===== config.mk =====
export PLATFORM = sky130hd
export DESIGN_NAME = wdt2_status
export DESIGN_NICKNAME = d
export VERILOG_FILES = /design/src/rtl/wdt2_pkg.sv /design/src/rtl/wdt2_rst_sync.sv /design/src/rtl/wdt2_sync.sv /design/src/rtl/wdt2_sticky.sv /design/src/rtl/wdt2_escalate.sv /design/src/rtl/wdt2_status.sv
export SDC_FILE = /design/constraint.sdc
export NUM_CORES = 1
export LEC_CHECK = 0
export ABC_CLOCK_PERIOD_IN_PS = 890
export BUFFER_PORTS_ARGS = -buffer_cell sky130_fd_sc_hd__buf_2
export CAP_MARGIN = 10
export CORE_MARGIN = 2
export CORE_UTILIZATION = 37
export DETAILED_ROUTE_END_ITERATION = 6
export PLACE_DENSITY_LB_ADDON = 0.08
export SLEW_MARGIN = 40
export SYNTH_ARGS = -nofsm -noshare
export SYNTH_HDL_FRONTEND = slang
export SYNTH_SLANG_ARGS = --single-unit

===== constraint.sdc =====
create_clock -name clk -period 0.89 [get_ports clk]
set_input_delay 0.178 -clock clk [delete_from_list [all_inputs] [get_ports clk]]
set_output_delay 0.178 -clock clk [all_outputs]
set_load 0.02 [all_outputs]

===== src/rtl/wdt2_pkg.sv =====
package wdt2_pkg;
  localparam int unsigned REG_W       = 16;
  localparam int unsigned BIT_INTRUDE = 0;
  localparam int unsigned BIT_SECOND  = 1;
  localparam int unsigned BIT_STRAP   = 2;
  localparam int unsigned BIT_SMI     = 4;

  typedef logic [REG_W-1:0] wdt2_word_t;

  localparam wdt2_word_t LIVE_MASK = wdt2_word_t'((1 << BIT_INTRUDE) | (1 << BIT_SECOND) |
                                                  (1 << BIT_STRAP)   | (1 << BIT_SMI));
  localparam wdt2_word_t RSVD_MASK = ~LIVE_MASK;
endpackage


===== src/rtl/wdt2_rst_sync.sv =====
module wdt2_rst_sync #(
  parameter int unsigned STAGES = 2
) (
  input  logic clk,
  input  logic rst_in_n,
  output logic rst_out_n
);
  logic [STAGES-1:0] chain_q;
  logic [STAGES-1:0] chain_nxt;

  always_comb begin
    chain_nxt = {chain_q[STAGES-2:0], 1'b1};
  end

  always_ff @(posedge clk or negedge rst_in_n) begin
    if (!rst_in_n) begin
      chain_q <= '0;
    end else begin
      chain_q <= chain_nxt;
    end
  end

  assign rst_out_n = chain_q[STAGES-1];
endmodule


===== src/rtl/wdt2_sync.sv =====
module wdt2_sync #(
  parameter int unsigned STAGES = 2
) (
  input  logic clk,
  input  logic rst_n,
  input  logic d_i,
  output logic q_o
);
  logic [STAGES-1:0] stg_q;
  logic [STAGES-1:0] stg_nxt;

  generate
    if (STAGES == 1) begin : g_one
      always_comb stg_nxt = d_i;
    end else begin : g_many
      always_comb stg_nxt = {stg_q[STAGES-2:0], d_i};
    end
  endgenerate

  always_ff @(posedge clk or negedge rst_n) begin
    if (!rst_n) begin
      stg_q <= '0;
    end else begin
      stg_q <= stg_nxt;
    end
  end

  assign q_o = stg_q[STAGES-1];
endmodule


===== src/rtl/wdt2_sticky.sv =====
module wdt2_sticky (
  input  logic clk,
  input  logic rst_n,
  input  logic set_i,
  input  logic clr_i,
  output logic q_o
);
  logic q_q;
  logic q_nxt;
  logic q_en;

  always_comb begin
    q_en  = set_i | clr_i;
    q_nxt = set_i ? 1'b1 : 1'b0;
  end

  always_ff @(posedge clk or negedge rst_n) begin
    if (!rst_n) begin
      q_q <= 1'b0;
    end else if (q_en) begin
      q_q <= q_nxt;
    end
  end

  assign q_o = q_q;

  AST_SET_BEATS_CLEAR: assert property (@(posedge clk) disable iff (!rst_n)
    set_i |=> q_o);
  AST_W1C_CLEARS: assert property (@(posedge clk) disable iff (!rst_n)
    (clr_i && !set_i) |=> !q_o);
  AST_IDLE_HOLDS: assert property (@(posedge clk) disable iff (!rst_n)
    (!set_i && !clr_i) |=> $stable(q_o));
endmodule


===== src/rtl/wdt2_escalate.sv =====
module wdt2_escalate #(
  parameter int unsigned PULSE_LEN = 4,
  localparam int unsigned CNT_W    = $clog2(PULSE_LEN + 1)
) (
  input  logic clk,
  input  logic rst_n,
  input  logic flag_rst_n,
  input  logic timeout_i,
  input  logic reload_i,
  input  logic inhibit_i,
  input  logic sts_i,
  output logic second_o,
  output logic req_o
);
  logic             first_q;
  logic             first_nxt;
  logic             first_en;
  logic [CNT_W-1:0] cnt_q;
  logic [CNT_W-1:0] cnt_nxt;
  logic             cnt_en;
  logic             start;

  // first-expiry flag: a timeout sets it, a reload clears it, timeout wins
  always_comb begin
    first_en  = timeout_i | reload_i;
    first_nxt = timeout_i;
  end

  always_ff @(posedge clk or negedge flag_rst_n) begin
    if (!flag_rst_n) begin
      first_q <= 1'b0;
    end else if (first_en) begin
      first_q <= first_nxt;
    end
  end

  always_comb begin
    second_o = timeout_i & first_q & ~reload_i;
    start    = second_o & ~sts_i & ~inhibit_i;
    cnt_en   = start | (cnt_q != '0);
    if (start) begin
      cnt_nxt = CNT_W'(PULSE_LEN);
    end else begin
      cnt_nxt = cnt_q - CNT_W'(1);
    end
  end

  always_ff @(posedge clk or negedge rst_n) begin
    if (!rst_n) begin
      cnt_q <= '0;
    end else if (cnt_en) begin
      cnt_q <= cnt_nxt;
    end
  end

  assign req_o = (cnt_q != '0);

  AST_SECOND_SETS_STS: assert property (@(posedge clk) disable iff (!rst_n || !flag_rst_n)
    second_o |=> sts_i);
  AST_INHIBIT_BLOCKS: assert property (@(posedge clk) disable iff (!rst_n)
    $rose(req_o) |-> !$past(inhibit_i));
  AST_NO_RETRIGGER: assert property (@(posedge clk) disable iff (!rst_n)
    $rose(req_o) |-> !$past(sts_i));
  AST_CNT_BOUND: assert property (@(posedge clk) disable iff (!rst_n)
    cnt_q <= CNT_W'(PULSE_LEN));
endmodule


===== src/rtl/wdt2_status.sv =====
module wdt2_status
  import wdt2_pkg::*;
#(
  parameter int unsigned CMD_W       = 8,
  parameter logic [7:0]  SMI_CMD     = 8'h08,
  parameter int unsigned PULSE_LEN   = 4,
  parameter int unsigned SYNC_STAGES = 2
) (
  input  logic             clk,
  input  logic             rtc_rst_n,
  input  logic             rsm_rst_n,
  input  logic             plt_rst_n,
  input  logic             wr_en,
  input  logic [REG_W-1:0] wr_data,
  input  logic             wdt_timeout,
  input  logic             reload_wr,
  input  logic             link_cmd_vld,
  input  logic [CMD_W-1:0] link_cmd_type,
  input  logic             noreboot_strap,
  input  logic             pwr_good,
  input  logic             intrude_in,
  input  logic             reboot_inhibit,
  output logic [REG_W-1:0] rd_data,
  output logic             plt_rst_req
);
  localparam logic [CMD_W-1:0] SMI_CODE = CMD_W'(SMI_CMD);

  logic       rtc_rn;
  logic       rsm_rn;
  logic       plt_rn;
  logic       flag_rn;
  wdt2_word_t clr_vec;
  logic       smi_hit;
  logic       second_evt;
  logic       sts_smi;
  logic       sts_second;
  logic       sts_intrude;
  logic       intrude_s;
  logic       pg_s;
  logic       strap_s;
  logic       pg_prev_q;
  logic       strap_q;
  logic       strap_nxt;
  logic       pg_rise;
  logic       rsvd_write;

  // reset synchronizers, one per well
  wdt2_rst_sync #(.STAGES(SYNC_STAGES)) u_rs_rtc (.clk(clk), .rst_in_n(rtc_rst_n), .rst_out_n(rtc_rn));
  wdt2_rst_sync #(.STAGES(SYNC_STAGES)) u_rs_rsm (.clk(clk), .rst_in_n(rsm_rst_n), .rst_out_n(rsm_rn));
  wdt2_rst_sync #(.STAGES(SYNC_STAGES)) u_rs_plt (.clk(clk), .rst_in_n(plt_rst_n), .rst_out_n(plt_rn));

  assign flag_rn = rsm_rn & plt_rn;

  // pin synchronizers
  wdt2_sync #(.STAGES(SYNC_STAGES)) u_sy_intr  (.clk(clk), .rst_n(rtc_rn), .d_i(intrude_in),     .q_o(intrude_s));
  wdt2_sync #(.STAGES(SYNC_STAGES)) u_sy_pg    (.clk(clk), .rst_n(rsm_rn), .d_i(pwr_good),       .q_o(pg_s));
  wdt2_sync #(.STAGES(SYNC_STAGES)) u_sy_strap (.clk(clk), .rst_n(rsm_rn), .d_i(noreboot_strap), .q_o(strap_s));

  always_comb begin
    clr_vec    = wr_en ? wr_data : '0;
    rsvd_write = wr_en & (|(wr_data & RSVD_MASK));
    smi_hit    = link_cmd_vld & (link_cmd_type == SMI_CODE);
  end

  // sticky status bits
  wdt2_sticky u_bit_smi (
    .clk(clk), .rst_n(rsm_rn), .set_i(smi_hit), .clr_i(clr_vec[BIT_SMI]), .q_o(sts_smi));
  wdt2_sticky u_bit_second (
    .clk(clk), .rst_n(rsm_rn), .set_i(second_evt), .clr_i(clr_vec[BIT_SECOND]), .q_o(sts_second));
  wdt2_sticky u_bit_intrude (
    .clk(clk), .rst_n(rtc_rn), .set_i(intrude_s), .clr_i(clr_vec[BIT_INTRUDE]), .q_o(sts_intrude));

  // second-expiry detection and reset request
  wdt2_escalate #(.PULSE_LEN(PULSE_LEN)) u_esc (
    .clk        (clk),
    .rst_n      (rsm_rn),
    .flag_rst_n (flag_rn),
    .timeout_i  (wdt_timeout),
    .reload_i   (reload_wr),
    .inhibit_i  (reboot_inhibit),
    .sts_i      (sts_second),
    .second_o   (second_evt),
    .req_o      (plt_rst_req)
  );

  // strap capture on power-good rising edge
  always_comb begin
    pg_rise   = pg_s & ~pg_prev_q;
    strap_nxt = strap_s;
  end

  always_ff @(posedge clk or negedge rsm_rn) begin
    if (!rsm_rn) begin
      pg_prev_q <= 1'b0;
    end else begin
      pg_prev_q <= pg_s;
    end
  end

  always_ff @(posedge clk or negedge rsm_rn) begin
    if (!rsm_rn) begin
      strap_q <= 1'b0;
    end else if (pg_rise) begin
      strap_q <= strap_nxt;
    end
  end

  always_comb begin
    rd_data              = '0;
    rd_data[BIT_SMI]     = sts_smi;
    rd_data[BIT_STRAP]   = strap_q;
    rd_data[BIT_SECOND]  = sts_second;
    rd_data[BIT_INTRUDE] = sts_intrude;
  end

  AST_STRAP_HOLDS: assert property (@(posedge clk) disable iff (!rsm_rn)
    !pg_rise |=> $stable(rd_data[BIT_STRAP]));
  AST_RSVD_WRITE_QUIET: assert property (@(posedge clk) disable iff (!rsm_rn || !rtc_rn)
    rsvd_write |=> ((rd_data & RSVD_MASK) == '0));
endmodule


# After elaboration in Yosys (flattened, before gate mapping)

Cells that the tools add are included.

Register bits after elaboration: 21
Input port bits: 36
Word-level logic and storage cells: 37

Add/sub/neg operators: 1
Equal/unequal tests: 1
Mux-type cells: 5
Bitwise logic cells: 16
Reduce and logical (&&, ||, !) cells: 1

Operators with widths:

| kind                                                                   | count |
|---|---|
| 8-bit by 4-bit equality test with 1-bit output (second input constant) | 1 |
| 1-bit AND                                                              | 7 |
| 5-bit 2-to-1 mux                                                       | 1 |
| 1-bit bitwise OR                                                       | 5 |
| 1-bit inverter                                                         | 4 |
| 1-bit 2-to-1 mux                                                       | 3 |
| 3-bit 2-to-1 mux                                                       | 1 |
| 3-bit nonzero test                                                     | 1 |
| 3-bit by 1-bit subtractor with 3-bit output (second input constant)    | 1 |

# Depth between registers and ports, before layout

Depth after elaboration: 5
Mapped depth: 5
Mapped depth without buffers: 5

# Modules after synthesis

Synthesis repeated with hierarchy kept, for this count alone.

Cell total of the unflattened synthesis: 73
Area, all modules: 907.1 µm²

By module, submodules not included:

| module        | instances | cells each | area an instance (µm²) | sequential area each (µm²) |
|---|---|---|---|---|
| wdt2_escalate | 1         | 21         | 246.5                  | 100.1 |
| wdt2_status   | 1         | 28         | 240.2                  | 50.0 |
| wdt2_rst_sync | 3         | 3          | 53.8                   | 50.0 |
| wdt2_sync     | 3         | 2          | 50.0                   | 50.0 |
| wdt2_sticky   | 3         | 3          | 36.3                   | 25.0 |

# Worst setup path before layout

OpenSTA, ideal clock, no wires.

Path kind: register to register
Start point: reg u_esc.cnt_q[0]
End point: reg u_esc.cnt_q[0]
Setup time: 0.131 ns
Data arrival time: 1.031 ns
Data required time: 0.759 ns
Slack: -0.272 ns
Stages on the path, launching flop included: 6
Period minus slack after synthesis: 1.162 ns
Path through: dfrtp_1 inv_1 ha_1 nand2b_1 xnor2_1 nor2_1

Word-level cells in the longest chain between the ends: 2
Elaborated cells on any way between the ends: 4
Those cells by class: add/sub: 1; mux: 1; bitwise: 1; reduce/logical: 1

RTL lines:

| element                | line                | source |
|---|---|---|
| from (decl)            | wdt2_escalate.sv:18 | `logic [CNT_W-1:0] cnt_q;` |
| from (signal assigned) | wdt2_escalate.sv:52 | `cnt_q <= cnt_nxt;` |
| 3-bit nonzero test     | -                   |  |
| named net plt_rst_req  | wdt2_status.sv:24   | `output logic plt_rst_req` |
| 1-bit bitwise OR       | wdt2_escalate.sv:40 | `cnt_en = start \| (cnt_q != '0);` |

The timed path passes the listed nets, and every way through them passes these cells.
A chain may end at the register's enable or synchronous reset.

# Worst setup path in the final report

Start point: reg u_esc.cnt_q[0]
End point: out plt_rst_req

Word-level cells in the longest chain between the ends: 1

RTL lines:

| element            | line                | source |
|---|---|---|
| 3-bit nonzero test | wdt2_escalate.sv:56 | `assign req_o = (cnt_q != '0);` |
| to (decl)          | wdt2_status.sv:24   |  |

No other way between the ends.

==> impl_results.md <==
* Routed length per instance at 9.22 um
* Synth warn at 0
* Synth unique cells at 20
* Met3 Resource Use GR at 5.17%
* Fillers at between 200 and 250
* Register Area at approximately 530 sq um
* Top cells by count, synth: dfrtp_1, buf_4, nand2_1, nor2_1, inv_1
* IO buf count at 27
* Yosys reg bits at 21
* TritonCTS clock tree: done
* CTS Buf Count at 3
* Routability cong. at 0.715
* Row Count at 17
* Register area share after synthesis at 62.4%
* ANT cells at 0
* Leak at 0.619 nW
* Stages on worst setup path at 4
* Skew final at 8.74 ps
* Setup TNS at -1640 ps
* Crit end category: output pin
* Switching power at 0.780 mW
* Async SR Flop Fraction at 100%
* Grt met2 use at 21.4%
* CORE AREA at 2190 sq um
* Final WS setup at -391 ps
* CP delay by family, top: flip-flops
* Share of cells above drive strength 1 at 45.6%
* Worst reg2reg startpoint: u_esc.cnt_q[0]$_DFFE_PN0P_
* Sequential Power Share at 43.4%
* Fin. max-slew vios at 0
* Clock Power Share at 16.4%
* CP max stage delay at about 410 ps
* Clk slew on worst S/H paths at between 100 and 150 ps
* DR vias at around 580
* CP Launch Point: u_esc.cnt_q[0]$_DFFE_PN0P_
* Final WL at 1310 um
* Largest net degree at the start of global routing at 12
* Predominant post-synthesis flop cell: dfrtp_1
* Area Overhead vs Synth at 43.5%
* Minimum clock period at 1280 ps
* # nets final at 153
* Initial antenna violation count at 0
* Maximum vdd drop at 1.29 mV
* Power Density at roughly 2200 nW/um^2
* Ports at 53
* Vias/cell at 4.08
* Worst hold path class: reg2async
* Gate power share at 40.3%
* DIE HEIGHT at just over 50 um
* DP HPWL at 1040 um
* Die area at 2670 sq um
* Crit path max-delay cell type: dfrtp_1
* Most frequent cell after synthesis: dfrtp_1
* Synth area leader: dfrtp_1
* Fin Hold WS at 44.6 ps
* GRT Max-Usage Layer: met2
* Number of synthesized flops with an enable pin at 0
* Router iterations before antenna repair at 4
* 1st-iter DRT viols at 1
* Max_cap viols at 0
* P_int at roughly 1.9 mW
* Gr usage total at between 10% and 20%
* Setup-failing EPs final at 9
* Global-route wire length before repair at 2360 um
* Final period util at 144%
* GRT overflow at 0
* Status: complete, but fails checks
* Buffer and inverter count on the worst path at 2
* Worst flop-to-flop path endpoint: u_esc.cnt_q[0]$_DFFE_PN0P_
* Util after Layout at 55.2%
* Routed Antenna Nets at 0
* Clock root cell: clkbuf_4
* CP Capture Point: plt_rst_req
* Fin. Hold Viols at 0
* CP cell instances: inv_2 -> ha_4 -> nand2b_4 -> buf_6
* R2r setup slk at -230 ps
* Sw Ratio at 29.4%
* WP data arrival at 1100 ps
* H-tree levels at 1
* Worst-Skew Late Latency at 300 ps
* Largest fanout on the critical path at 2
* Largest cells by area after synthesis: dfrtp_1, buf_4, ha_1, nand2_1, a21o_1
* Vias in the first global route at 586
* Die X at 51.7 um
* Drt drc at 0
* Met1 usage at 13.5%
* Area occupied by multi-input gates at slightly below 300 sq um
* Critical path type: reg2out
* Violated checks: negative setup slack
* Synth Cell Area at 842 sq um
* Syn Inst Count at 68
* Clk sink count at 21
* CTS max path bufs at 2
* Startpoint types: flip-flop
* Share of the synthesized area in the top cell type at 62.4%
* Worst R2R Path Depth at 6
* CP Data Required Time at roughly 710 ps
* Syn avg cell area at approximately 12 sq um
* Max Clk Rate at a little under 800 MHz
* Initial Utilization at 38.4%
* RSZ-0062 raised after global routing: true
[per-stage QoR]
step	area [sq um]	total power [mW]	std cells	worst slack, ps
final	1210	2.66	142	-391
after global routing	1210	2.85	142	-457
after CTS	1180	2.64	141	-427
after detailed placement	1030	1.98	126	-280
after global placement	1030	1.95	126	-251
after floorplan	931	1.79	81	-142
[power groups by stage]
stage	logic, mW	registers [mW]	clock network (mW)
2_1_floorplan	0.622	1.17	0
3_3_place_gp	0.790	1.16	0
5_1_grt	1.17	1.17	0.504
3_5_place_dp	0.808	1.17	0
4_1_cts	1.02	1.15	0.463
6_report	1.07	1.15	0.435
[cell usage in the layout, fill, tap and decap left out, types with 3 or more instances in the layout]
cell type,n
nand2_1,5
buf_2,22
clkbuf_4,3
conb_1,15
dlygate4sd3_1,6
dfrtp_1,21
nor2_1,3
buf_6,6
buf_4,11
[worst reg2reg max path, cell delays in order (launching register included)]
cell and delay, ps:
dfrtp_1 410, inv_2 80, ha_4 140, nand2b_4 50
buf_4 150, xnor2_1 120, nor2_1 110
[how the worst min path moves through the flow]
stage                                    endpoint  slack, ps
detailed placement  u_rs_rtc.chain_q[0]$_DFF_PN0_        -40
global route        u_bit_intrude.q_o$_DFFE_PN0P_         60
floorplan           u_rs_plt.chain_q[0]$_DFF_PN0_       -120
global placement    u_rs_rtc.chain_q[1]$_DFF_PN0_        -40
CTS                 u_bit_intrude.q_o$_DFFE_PN0P_         50
finish              u_bit_intrude.q_o$_DFFE_PN0P_         40
[final cells by class]
| cell class | count | area share (%) |
|---|---|---|
| flip-flops and latches | 21 | 43.5 |
| repair buffers | 45 | 26.5 |
| multi-input cells | 41 | 24.0 |
| well taps | 28 | 2.90 |
| clock buffers | 4 | 2.17 |
| inverters | 3 | 0.932 |
[metal layers]
metal / share of wire [%] / wire [um]
met4: 1.1 / 14
met1: 40 / 523
met5: 0 / 0
met3: 5.0 / 66
met2: 54 / 703
[cells by family after synthesis]
kind of cell,share of synthesized area [%]
flops,62.4
buf+inv,15.6
simple gates,10.8
compound gates,4.90
fa+ha+maj,2.97
other cells,0.892
xor+xnor,1.04
mux,1.34
[flip-flops by register name, indices dropped and copies added, names as in the netlist, 2 cells and up]
| register | cells |
|---|---|
| u_sy_strap.stg_q | 2 |
| u_esc.cnt_q | 3 |
| u_sy_intr.stg_q | 2 |
| u_rs_plt.chain_q | 2 |
| u_rs_rtc.chain_q | 2 |
| u_rs_rsm.chain_q | 2 |
| u_sy_pg.stg_q | 2 |
[timing repair]
item	4_1_cts	5_1_grt
hold endpoints to repair	9	0
endpoints found under the setup margin	9	9
gates resized for setup	11	4
setup buffers	5	1
hold buffers	6	0
pin swaps	1	1
No activity file was read; power rests on OpenSTA's default activity.
